<file path="config.mk">
export PLATFORM = sky130hd
export DESIGN_NAME = cnv_readout_seq
export DESIGN_NICKNAME = d
export VERILOG_FILES = /design/src/rtl/cnv_seq_pkg.sv /design/src/rtl/cnv_rdy_sync.sv /design/src/rtl/cnv_seq_ctrl.sv /design/src/rtl/cnv_shift_rx.sv /design/src/rtl/cnv_readout_seq.sv
export SDC_FILE = /design/constraint.sdc
export NUM_CORES = 1
export LEC_CHECK = 0
export BUFFER_PORTS_ARGS = -buffer_cell sky130_fd_sc_hd__buf_2
export CAP_MARGIN = 5
export CELL_PAD_IN_SITES_DETAIL_PLACEMENT = 0
export CELL_PAD_IN_SITES_GLOBAL_PLACEMENT = 1
export CORE_MARGIN = 3
export CORE_UTILIZATION = 41
export CTS_BUF_LIST = sky130_fd_sc_hd__clkbuf_4
export DETAILED_ROUTE_END_ITERATION = 16
export GPL_ROUTABILITY_DRIVEN = 1
export PLACE_DENSITY_LB_ADDON = 0.15
export SLEW_MARGIN = 20
export SYNTH_ARGS = -nofsm -noshare
export SYNTH_HDL_FRONTEND = slang
export SYNTH_SLANG_ARGS = --single-unit
</file>
<file path="constraint.sdc">
create_clock -name clk -period 2.2 [get_ports clk]
set_clock_uncertainty 0.15 [all_clocks]
set_input_delay 0 -clock clk [delete_from_list [all_inputs] [get_ports clk]]
set_output_delay 0 -clock clk [all_outputs]
set_load 0.05 [all_outputs]
</file>
<file path="src/rtl/cnv_seq_pkg.sv">
package cnv_seq_pkg;

    localparam int unsigned CNV_WORD_W = 24;
    localparam int unsigned CNV_DIV_W  = 8;

    typedef enum logic [1:0] {
        SEQ_IDLE,
        SEQ_PULSE,
        SEQ_WAIT,
        SEQ_SHIFT
    } seq_state_e;

    // configuration latched when a run begins
    typedef struct packed {
        logic                 cont;
        logic [CNV_DIV_W-1:0] div;
    } seq_cfg_t;

    // captured result with its strobe
    typedef struct packed {
        logic [CNV_WORD_W-1:0] data;
        logic                  valid;
    } rx_word_t;

    // half period of the serial clock, never below one cycle
    function automatic logic [CNV_DIV_W-1:0] half_period(input logic [CNV_DIV_W-1:0] d);
        return (d == '0) ? CNV_DIV_W'(1) : d;
    endfunction

endpackage

</file>
<file path="src/rtl/cnv_rdy_sync.sv">
module cnv_rdy_sync #(
    parameter int unsigned SYNC_N = 2
) (
    input  logic clk,
    input  logic rst,
    input  logic rdy_async,
    output logic rdy_rise
);

    logic [SYNC_N-1:0] chain;
    logic              last;

    always_ff @(posedge clk) begin
        if (rst) begin
            chain <= '0;
            last  <= 1'b0;
        end else begin
            chain <= {chain[SYNC_N-2:0], rdy_async};
            last  <= chain[SYNC_N-1];
        end
    end

    assign rdy_rise = chain[SYNC_N-1] & ~last;

endmodule

</file>
<file path="src/rtl/cnv_seq_ctrl.sv">
module cnv_seq_ctrl
    import cnv_seq_pkg::*;
#(
    parameter int unsigned START_W = 2
) (
    input  logic                 clk,
    input  logic                 rst,
    input  logic                 run,
    input  logic                 cont_sel,
    input  logic [CNV_DIV_W-1:0] div_sel,
    input  logic                 rdy_rise,
    input  logic                 rd_done,
    output logic                 start,
    output logic                 go,
    output seq_cfg_t             cfg
);

    localparam int unsigned PCNT_W = (START_W < 2) ? 1 : $clog2(START_W + 1);

    seq_state_e         st;
    logic [PCNT_W-1:0]  pcnt;

    always_ff @(posedge clk) begin
        if (rst) begin
            st    <= SEQ_IDLE;
            start <= 1'b0;
            go    <= 1'b0;
            pcnt  <= '0;
            cfg   <= '0;
        end else begin
            go <= 1'b0;
            unique case (st)
                SEQ_IDLE: begin
                    if (run) begin
                        cfg.cont <= cont_sel;
                        cfg.div  <= div_sel;
                        start    <= 1'b1;
                        pcnt     <= PCNT_W'(START_W - 1);
                        st       <= cont_sel ? SEQ_WAIT : SEQ_PULSE;
                    end
                end
                SEQ_PULSE: begin
                    if (pcnt == '0) begin
                        start <= 1'b0;
                        st    <= SEQ_WAIT;
                    end else begin
                        pcnt <= pcnt - 1'b1;
                    end
                end
                SEQ_WAIT: begin
                    if (rdy_rise) begin
                        go <= 1'b1;
                        st <= SEQ_SHIFT;
                    end
                end
                SEQ_SHIFT: begin
                    if (rd_done) begin
                        if (cfg.cont && run) begin
                            st <= SEQ_WAIT;
                        end else begin
                            start <= 1'b0;
                            st    <= SEQ_IDLE;
                        end
                    end
                end
                default: st <= SEQ_IDLE;
            endcase
        end
    end

endmodule

</file>
<file path="src/rtl/cnv_shift_rx.sv">
module cnv_shift_rx
    import cnv_seq_pkg::*;
(
    input  logic                 clk,
    input  logic                 rst,
    input  logic                 go,
    input  logic [CNV_DIV_W-1:0] div,
    input  logic                 sdata,
    output logic                 sclk,
    output rx_word_t             rx
);

    localparam int unsigned NB_W = $clog2(CNV_WORD_W + 1);

    logic                  active;
    logic [CNV_DIV_W-1:0]  cnt;
    logic [NB_W-1:0]       nbit;
    logic [CNV_WORD_W-1:0] shreg;
    logic [CNV_DIV_W-1:0]  reload;

    assign reload = half_period(div) - 1'b1;

    always_ff @(posedge clk) begin
        if (rst) begin
            active <= 1'b0;
            sclk   <= 1'b0;
            cnt    <= '0;
            nbit   <= '0;
            shreg  <= '0;
            rx     <= '0;
        end else begin
            rx.valid <= 1'b0;
            if (go && !active) begin
                active <= 1'b1;
                sclk   <= 1'b0;
                cnt    <= reload;
                nbit   <= '0;
            end else if (active) begin
                if (cnt != '0) begin
                    cnt <= cnt - 1'b1;
                end else begin
                    cnt <= reload;
                    if (!sclk) begin
                        sclk  <= 1'b1;
                        shreg <= {shreg[CNV_WORD_W-2:0], sdata};
                        nbit  <= nbit + 1'b1;
                    end else begin
                        sclk <= 1'b0;
                        if (nbit == NB_W'(CNV_WORD_W)) begin
                            active   <= 1'b0;
                            rx.data  <= shreg;
                            rx.valid <= 1'b1;
                        end
                    end
                end
            end
        end
    end

endmodule

</file>
<file path="src/rtl/cnv_readout_seq.sv">
module cnv_readout_seq
    import cnv_seq_pkg::*;
#(
    parameter int unsigned START_W = 2,
    parameter int unsigned SYNC_N  = 2
) (
    input  logic                  clk,
    input  logic                  rst,
    input  logic                  run_i,
    input  logic                  cont_mode_i,
    input  logic [CNV_DIV_W-1:0]  sclk_div_i,
    input  logic                  drdy_i,
    input  logic                  dout_i,
    output logic                  start_o,
    output logic                  sclk_o,
    output logic [CNV_WORD_W-1:0] word_o,
    output logic                  word_vld_o
);

    logic     rdy_rise;
    logic     rd_go;
    seq_cfg_t cfg;
    rx_word_t rx;

    cnv_rdy_sync #(.SYNC_N(SYNC_N)) u_sync (
        .clk       (clk),
        .rst       (rst),
        .rdy_async (drdy_i),
        .rdy_rise  (rdy_rise)
    );

    cnv_seq_ctrl #(.START_W(START_W)) u_ctrl (
        .clk      (clk),
        .rst      (rst),
        .run      (run_i),
        .cont_sel (cont_mode_i),
        .div_sel  (sclk_div_i),
        .rdy_rise (rdy_rise),
        .rd_done  (rx.valid),
        .start    (start_o),
        .go       (rd_go),
        .cfg      (cfg)
    );

    cnv_shift_rx u_rx (
        .clk   (clk),
        .rst   (rst),
        .go    (rd_go),
        .div   (cfg.div),
        .sdata (dout_i),
        .sclk  (sclk_o),
        .rx    (rx)
    );

    assign word_o     = rx.data;
    assign word_vld_o = rx.valid;

endmodule

</file>
==> results_dict.tcl, run 1 <==
set metrics [dict create \
    status "finished with violations" \
    violations "setup timing" \
    required_ns 2.36 \
    synth.area.mux_share_pct 9.47 \
    final-setup-viol-count 13 \
    rsz0062_at_grt "true" \
    ir_drop_mv 0.468 \
    final.setup.worst_slack_ns -0.0187 \
    core_area_mm2 0.00789 \
    relSlewSlack_pct 68.1 \
    period_share_pct 101 \
    antenna_found_initial 0 \
    start_util_pct 42.9 \
    dieHeight_um 96.8 \
    cts_buffers 9 \
    ys_seq_elements 82 \
    place_area_mm2 0.00384 \
    wire_per_inst_um 13.6 \
    post-route-util_pct 54.5 \
    path_max_fanout 7 \
    die_w_um 96.8 \
    synth_edf_count 0 \
    finalHoldViolations 0 \
    synth_compound_gate_area_share_pct 12.0 \
    p_seq_share_pct 53.9 \
    area_growth_pct 27.1 \
    clock-sinks 82 \
    wl_um 7770 \
    port_buffers 40 \
    synth_area_mm2 0.00338 \
    total_leakage_power_nw 1.91 \
    synthArstFlopShare_pct 0 \
    synth_fp_nets 405 \
    setup_tns_ns -0.150 \
    place.gp.congestion 0.764 \
    netlist_instances 385 \
    p_switching_uw 790 \
    combPwrFrac_pct 14.0 \
    grt_pass1_wl_um 12600 \
    tightest_slew_ns 0.472 \
    ys_warn_count 0 \
    root_buffer "clkbuf_4" \
    via_count 2882 \
    ant_nets 0 \
    layout-drive-gt1-share_pct 23.4 \
    ys_seq_area_share_pct 48.5 \
    fmax_ghz 0.451 \
    htreeDepth 3 \
    synth-xor-area-share_pct 1.55 \
    end_kind "register" \
    synth_top_family_by_area "simple AND/OR/NAND/NOR gates" \
    synthDistinctLibCells 43 \
    detail_route.vias_per_cell 5.03 \
    crit_type "register to register" \
    first_iter_violations 105 \
    p_per_area_mw_per_mm2 673 \
    die_area_mm2 0.00938 \
    internal_power_mw 2.10 \
    pin_count 41 \
    clkTransAtPathRegs_ns 0.14 \
    fillerInstances 755 \
    yosys.area_share.simple_pct 21.0 \
    n_antenna_cell 0 \
    hpwl_um 5000 \
    clk_path_buf_depth 2 \
    grt_start_max_net_pins 33 \
    hold_ws_ns 0.193 \
    maxCapViolations 0 \
    overflow 0 \
    cts_tree "done" \
    place_ws_ns -0.00142 \
    swShare_pct 27.3 \
    avgSynthCellArea_um2 8.79 \
    globalRouteTotalUtil_pct 16.2 \
    finalCriticalPeriod_ns 2.22 \
    num_rows 32 \
    grt_pass1_vias 2678 \
    fin_area_mm2 0.00430 \
    critPathArrivalTime_ns 2.38 \
    synth-main-ff-cell "dfxtp_1" \
    nets 486 \
    drc 0 \
    p_clk_share_pct 32.1 \
    startpoint_type "register" \
    worstHoldPathType "input pin to register" \
    synth_fa_ha_area_share_pct 2.22 \
    drv_slew 0 \
    drt-pass1-iter-count 4 \
    clock_latency_ns 0.43 \
]
==> through the flow <==
stage | power (mW) | instances
after floorplan | 1.83 | 385
after global placement | 1.93 | 529
after detailed placement | 1.94 | 529
after CTS | 2.91 | 564
after global routing | 3.03 | 573
final | 2.90 | 573
==> cell families after synthesis <==
kind of cell,Yosys count
AO/OA/AOI/OAI,69
XOR/XNOR,6
adder cells (fa/ha/maj),6
buffers and inverters,37
flip-flops,82
multiplexers,32
AND/OR/NAND/NOR,153
==> power groups by stage <==
stage,sequential [mW],clock (mW),combinational (mW)
after CTS,1.56,0.963,0.391
after floorplan,1.59,0,0.238
after detailed placement,1.59,0,0.348
final,1.56,0.929,0.406
after global placement,1.59,0,0.344
after global routing,1.57,1.01,0.456
==> cells in the final DEF (no fill, tap or decap), types with 4 or more instances in the layout <==
cell and instances:
a21oi_1 37, a31oi_1 7, buf_2 40, buf_4 30, clkbuf_4 10, dfxtp_1 77, dfxtp_2 5, dlygate4sd3_1 18
ha_1 5, inv_1 11, mux2i_1 32, nand2_1 62, nand3_1 4, nor2_1 49, nor2b_1 5, nor4_1 7
o21ai_0 8, xnor2_1 6
==> worst paths after layout <==
path	start	endpoint	slack, ns	cells past startpoint
setup / recovery	u_rx.cnt[1]	u_rx.rx[7]	-0.02	7
hold / removal	sclk_div_i[1]	u_ctrl.cfg[1]	0.19	4
setup reg to reg	u_rx.cnt[1]	u_rx.rx[7]	-0.02	7
hold reg to reg	u_sync.last	u_ctrl.go	0.30	1
==> repair_timing <==
action                                  4_1_cts  5_1_grt
setup buffers                                 1        6
hold buffers                                 18        0
endpoints found under the setup margin        2       28
gates cloned                                  0        3
pin swaps                                     1        3
endpoints found under the hold margin        26        0
resized for setup                             1        7
==> worst max-delay path, stage by stage (launching register included) <==
cell and delay, ns:
dfxtp_2 0.36, inv_2 0.07, ha_4 0.14, or4b_4 0.48
or4_4 0.51, clkbuf_16 0.21, mux2i_1 0.14, nor2_1 0.05
==> state kept, by name, indices dropped and copies added (netlist names), 2 cells and up <==
signal,flops
u_ctrl.st,2
u_ctrl.cfg,9
u_rx.cnt,8
u_rx.rx,25
u_rx.shreg,24
u_sync.chain,2
u_ctrl.pcnt,2
u_rx.nbit,5
==> synthesized netlist by cell type, types with 3 or more instances <==
library cell | count | area (um^2)
nand2_1 | 63 | 236
ha_1 | 6 | 75.1
nor4_1 | 8 | 50.1
nand3_1 | 4 | 20.0
nor2b_1 | 5 | 31.3
clkbuf_1 | 18 | 67.6
buf_6 | 5 | 56.3
a31oi_1 | 7 | 43.8
mux2i_1 | 32 | 320
dfxtp_1 | 82 | 1640
nor2_1 | 49 | 184
inv_1 | 13 | 48.8
o21ai_0 | 9 | 45.0
o31ai_1 | 3 | 22.5
xnor2_1 | 6 | 52.6
nor3b_1 | 3 | 22.5
nor4b_1 | 3 | 26.3
or3_1 | 4 | 25.0
a21oi_1 | 37 | 185
==> per-layer routing <==
layer | routed length, um | global-route usage (%) | vias up
met4 | 97 | 4.97 | 0
met1 | 3610 | 20.2 | 1335
li1 | - | - | 1482
met3 | 300 | 5.05 | 11
met2 | 3770 | 26.6 | 54
met5 | 0 | 0 | -
==> layout make-up <==
class / instances / area [um^2] / share of cell area, %
timing repair buffer: 94 / 727 / 16.9
clock buffer: 10 / 75.1 / 1.75
tap: 102 / 128 / 2.97
inverter: 13 / 48.8 / 1.13
sequential: 82 / 1650 / 38.3
clock inverter: 6 / 75.1 / 1.75
multi-input combinational: 266 / 1600 / 37.2
No activity file was read; power rests on OpenSTA's default activity.
==> run 2, diff against run 1 <==
- CORE_UTILIZATION: 41 -> 39
- CTS_BUF_LIST: sky130_fd_sc_hd__clkbuf_4 -> default
==> run 2 against run 1 <==
Compared with the run above:
- the run now ends clean
- critical endpoint unchanged
- largest power group unchanged
- maximum frequency up 2.0%
- die area up 4.8%
- routed wire length shrank 2.7%
- critical path type unchanged
- largest cell class unchanged
- register-to-register slack gained 0.04 ns
- non-clock buffer count down 4
==> results_dict.tcl, run 2 (synthesized netlist as in run 1, its figures left out) <==
set metrics [dict create \
    clk_path_buf_depth 2 \
    worstHoldPathType "input pin to register" \
    antenna_found_initial 0 \
    finalHoldViolations 0 \
    drt-pass1-iter-count 4 \
    die_area_mm2 0.00983 \
    largest_reg_flops 25 \
    drc 0 \
    clkTransAtPathRegs_ns 0.08 \
    met2WireLength_um 3630 \
    final-setup-viol-count 0 \
    maxCapViolations 0 \
    fillerInstances 824 \
    layout-drive-gt1-share_pct 21.4 \
    cts_buffers 9 \
    total_leakage_power_nw 1.91 \
    dr_wl_met3_um 240 \
    largest_register "u_rx.rx" \
    m1WireLength_um 3570 \
    cts_setup_buffers 0 \
    top_regs "u_rx.rx x25, u_rx.shreg x24, u_ctrl.cfg x9" \
    ant_nets 0 \
    die_w_um 99.1 \
    detail_route.vias_per_cell 5.02 \
    end_kind "register" \
    crit_type "register to register" \
    port_buffers 40 \
    p_per_area_mw_per_mm2 717 \
    dieHeight_um 99.1 \
    status "complete, no violations" \
    num_rows 33 \
    grt_pass1_wl_um 13200 \
    core_area_mm2 0.00834 \
    startpoint_type "register" \
    wire_per_inst_um 13.2 \
    drv_slew 0 \
    fmax_ghz 0.460 \
    overflow 0 \
    place.gp.congestion 0.754 \
    cts_tree "done" \
    required_ns 2.29 \
    root_buffer "clkbuf_8" \
    critPathArrivalTime_ns 2.27 \
    ir_drop_mv 0.401 \
    nets 482 \
    hpwl_um 4920 \
    path_max_fanout 26 \
    grt_pass1_vias 2842 \
    pin_count 41 \
    n_antenna_cell 0 \
    grt_start_max_net_pins 30 \
    layoutNonFillerInstCount 572 \
    finalCriticalPeriod_ns 2.18 \
    first_iter_violations 74 \
    layout_commonest_cell "dfxtp_1" \
    dp_cells 533 \
    clock-sinks 82 \
    start_util_pct 40.6 \
    wl_um 7560 \
    htreeDepth 3 \
    highest_layer "met4" \
    relSlewSlack_pct 67.7 \
    area_growth_pct 27.4 \
    tightest_slew_ns 0.478 \
    final_cell_mix "78 x dfxtp_1, 63 x nand2_1, 49 x nor2_1, 40 x buf_2, 37 x a21oi_1" \
    post-route-util_pct 51.7 \
    globalRouteTotalUtil_pct 16.4 \
    rsz0062_at_grt "true" \
    clock_latency_ns 0.35 \
    via_count 2873 \
    period_share_pct 98.9 \
]
==> run 2: changes by cell type in the layout (fill, tap and decap cells not counted), sizes merged <==
cell and delta:
clkbuf -3, buf -7, clkinvlp +1, clkinv +1, inv -1, dlygate4sd3 +5
==> run 2: area by class of cell <==
| class | instances | area (um^2) | area share, % |
|---|---|---|---|
| flip-flops and latches | 82 | 1650 | 38.2 |
| well taps | 105 | 131 | 3.05 |
| repair buffers | 90 | 671 | 15.6 |
| clock inverters | 7 | 78.8 | 1.83 |
| multi-input cells | 266 | 1610 | 37.3 |
| clock buffers | 9 | 124 | 2.87 |
| inverters | 13 | 51.3 | 1.19 |
==> run 2: metal layers <==
layer | vias up | global-route usage, %
li1 | 1472 | -
met2 | 45 | 27.2
met1 | 1347 | 20.5
met3 | 9 | 3.72
met4 | 0 | 6.83
met5 | - | 0
==> run 2: worst max-delay path, cell delays in order, from the launching register on <==
cell and delay, ns:
dfxtp_2 0.35, inv_4 0.07, ha_4 0.13, or4b_4 0.49, or4_4 0.45, buf_12 0.19
mux2i_1 0.16, nor2_1 0.05
==> run 2: final timing paths <==
path	cells past startpoint	to	slack, ns	start
setup / recovery	7	u_rx.rx[7]	0.02	u_rx.cnt[1]
hold / removal	3	u_sync.chain[0]	0.29	drdy_i
setup reg to reg	7	u_rx.rx[7]	0.02	u_rx.cnt[1]
hold reg to reg	1	u_sync.chain[1]	0.29	u_sync.chain[0]
==> run 2: power breakdown <==
group          leakage, nW  switching, mW  internal (mW)
clock network       0.0973          0.589          0.534
registers            0.665         0.0404           1.52
logic                 1.15          0.202          0.206
total                 1.91          0.832           2.26
==> run 2: timing repair <==
action	in CTS	in global routing
hold endpoints to repair	19	0
hold buffers	23	0
gates resized for setup	1	8
pin swaps	0	1
endpoints found under the setup margin	1	34
==> run 2: per-stage QoR <==
| step | setup slack (ns) | power, mW | area [um^2] | TNS [ns] | hold slack (ns) |
|---|---|---|---|---|---|
| after floorplan | -0.0729 | 1.83 | 3410 | -1.19 | -0.0218 |
| after global placement | 0.0108 | 1.94 | 3850 | 0 | 0.0832 |
| after detailed placement | 0.0246 | 1.95 | 3850 | 0 | 0.0967 |
| after CTS | 0.00196 | 3.12 | 4280 | 0 | 0.276 |
| after global routing | -0.0779 | 3.25 | 4310 | -1.37 | 0.324 |
| final | 0.0239 | 3.09 | 4310 | 0 | 0.287 |
==> run 3, diff against run 2 <==
- MAX_ROUTING_LAYER: default -> met4
- PLACE_DENSITY: default -> 0.75
- PLACE_DENSITY_LB_ADDON: 0.15 -> default
- REMOVE_ABC_BUFFERS: default -> 1
==> run 3 against run 2 <==
Compared with the run above:
- the flow now finishes with violations (hold timing, setup timing)
- sequential power barely moved
- critical endpoint is now u_rx.rx[24]
- critical path depth up 1
- worst setup slack worse by 0.065 ns
- critical path type unchanged
- via count rose by 1.5%
- highest routed layer unchanged
- first-iteration DRC count grew 24%
- final cell count up 0.87%
==> results_dict.tcl, run 3 (synthesized netlist as in run 1, its figures left out) <==
set metrics [dict create \
    r2r_start "u_rx.cnt[1]" \
    final_cell_mix "76 x dfxtp_1, 63 x nand2_1, 49 x nor2_1, 40 x buf_2, 36 x a21oi_1" \
    fmax_ghz 0.446 \
    layoutNonFillerInstCount 577 \
    ant_nets 0 \
    top_regs "u_rx.rx x25, u_rx.shreg x24, u_ctrl.cfg x9" \
    rsz0062_at_grt "true" \
    p_per_area_mw_per_mm2 700 \
    layout_commonest_cell "dfxtp_1" \
    layout-drive-gt1-share_pct 24.8 \
    cp_cell_sequence "inv_2 > ha_4 > or4b_4 > or4_4 > buf_4 > buf_8 > mux2i_1 > nor2_1" \
    drt-pass1-iter-count 4 \
    worstHoldPathType "input pin to register" \
    start_util_pct 40.6 \
    hold_ws_ns -0.00600 \
    finalCriticalPeriod_ns 2.24 \
    drc 0 \
    final.setup.worst_slack_ns -0.0407 \
    wl_um 7860 \
    status "finished with violations" \
    grt_start_max_net_pins 37 \
    wire_per_inst_um 13.6 \
    clkTransAtPathRegs_ns 0.10 \
    total_leakage_power_nw 1.93 \
    place.gp.congestion 0.846 \
    hpwl_um 4950 \
    relSlewSlack_pct 60.3 \
    antenna_found_initial 0 \
    die_w_um 99.1 \
    root_buffer "clkbuf_8" \
    end_kind "register" \
    required_ns 2.30 \
    overflow 0 \
    nets 487 \
    grt_pass1_vias 2719 \
    port_buffers 40 \
    crit_type "register to register" \
    cp_slowest_cell "or4_4" \
    via_count 2915 \
    clock_latency_ns 0.36 \
    period_share_pct 102 \
    setup_tns_ns -0.383 \
    maxCapViolations 0 \
    dieHeight_um 99.1 \
    critPathArrivalTime_ns 2.34 \
    final-setup-viol-count 14 \
    violations "hold timing, setup timing" \
    dp_cells 537 \
    startpoint "u_rx.cnt[1]" \
    core_area_mm2 0.00834 \
    area_growth_pct 29.1 \
    min-delay-start "rst" \
    htreeDepth 3 \
    clk_path_buf_depth 2 \
    path_max_fanout 5 \
    largest_register "u_rx.rx" \
    first_iter_violations 92 \
    finalHoldViolations 3 \
    globalRouteTotalUtil_pct 17.0 \
    drv_slew 0 \
    ir_drop_mv 0.460 \
    num_rows 33 \
    n_antenna_cell 0 \
    detail_route.vias_per_cell 5.05 \
    tightest_slew_ns 0.590 \
    max_stage_delay_ns 0.48 \
    startpoint_type "register" \
    cts_tree "done" \
    pin_count 41 \
    clock-sinks 82 \
    die_area_mm2 0.00983 \
    grt_pass1_wl_um 13200 \
    largest_reg_flops 25 \
    cts_buffers 9 \
]
run 3: cell count changes in the layout (fill, tap and decap cells not counted), sizes merged:
cell         change
dlygate4sd3      -8
inv              +4
clkinv           -3
buf             +13
bufinv           -1
run 3: power breakdown:
group / total (mW) / internal, mW / switching (mW) / leakage [nW]
Clock: 1.07 / 0.445 / 0.629 / 0.0937
Sequential: 1.56 / 1.52 / 0.0392 / 0.666
Combinational: 0.421 / 0.218 / 0.203 / 1.17
Total: 3.05 / 2.18 / 0.871 / 1.93
run 3: path summary, 6_finish.rpt:
kind | to | slack [ns] | cells after the start
max | u_rx.rx[24] | -0.04 | 8
max reg2reg | u_rx.rx[24] | -0.04 | 8
min | u_rx.rx[20] | -0.006 | 3
min reg2reg | u_ctrl.go | 0.30 | 1
run 3: cell type report:
| class | instances | area, um^2 |
|---|---|---|
| tap | 105 | 131 |
| fill | 817 | 3970 |
| sequential | 82 | 1650 |
| inverter | 13 | 48.8 |
| multi-input combinational | 266 | 1610 |
| clock inverter | 7 | 68.8 |
| clock buffer | 9 | 124 |
| timing repair buffer | 95 | 734 |
run 3: metal layers:
metal	global-route usage (%)	part of all wire, %	routed length, um	up-vias
li1	-	-	-	1493
met1	22.6	47	3680	1358
met2	26.3	48	3750	55
met3	2.73	4.1	322	9
met4	5.67	1.4	110	0
met5	-	0	0	-
run 3: timing repair:
item / in CTS / in global routing
buffers inserted: 8 / 1
pin swaps: 5 / 8
gates cloned: 3 / 0
gates resized for setup: 24 / 4
endpoints found under the hold margin: 22 / 0
endpoints found under the setup margin: 53 / 43
hold buffers: 15 / 0
run 3: worst max-delay path: cells and delay by family, from the launching register on:
kind / cells / cell delay [ns]
and+or+nand+nor: 3 / 1.00
adders and majority gates: 1 / 0.14
DFF: 1 / 0.34
muxes: 1 / 0.13
buffers and inverters: 3 / 0.37
run 3: per-stage QoR:
step                setup WS (ns)  instance area [um^2]  power [mW]  utilization, %
global route               -0.136                  4370        3.20            52.4
global placement          -0.0457                  3860        1.95            46.3
floorplan                  -0.240                  3260        1.80               -
CTS                       -0.0273                  4400        3.08            52.8
detailed placement         -0.106                  3860        1.95            46.3
finish                    -0.0407                  4370        3.05            52.4
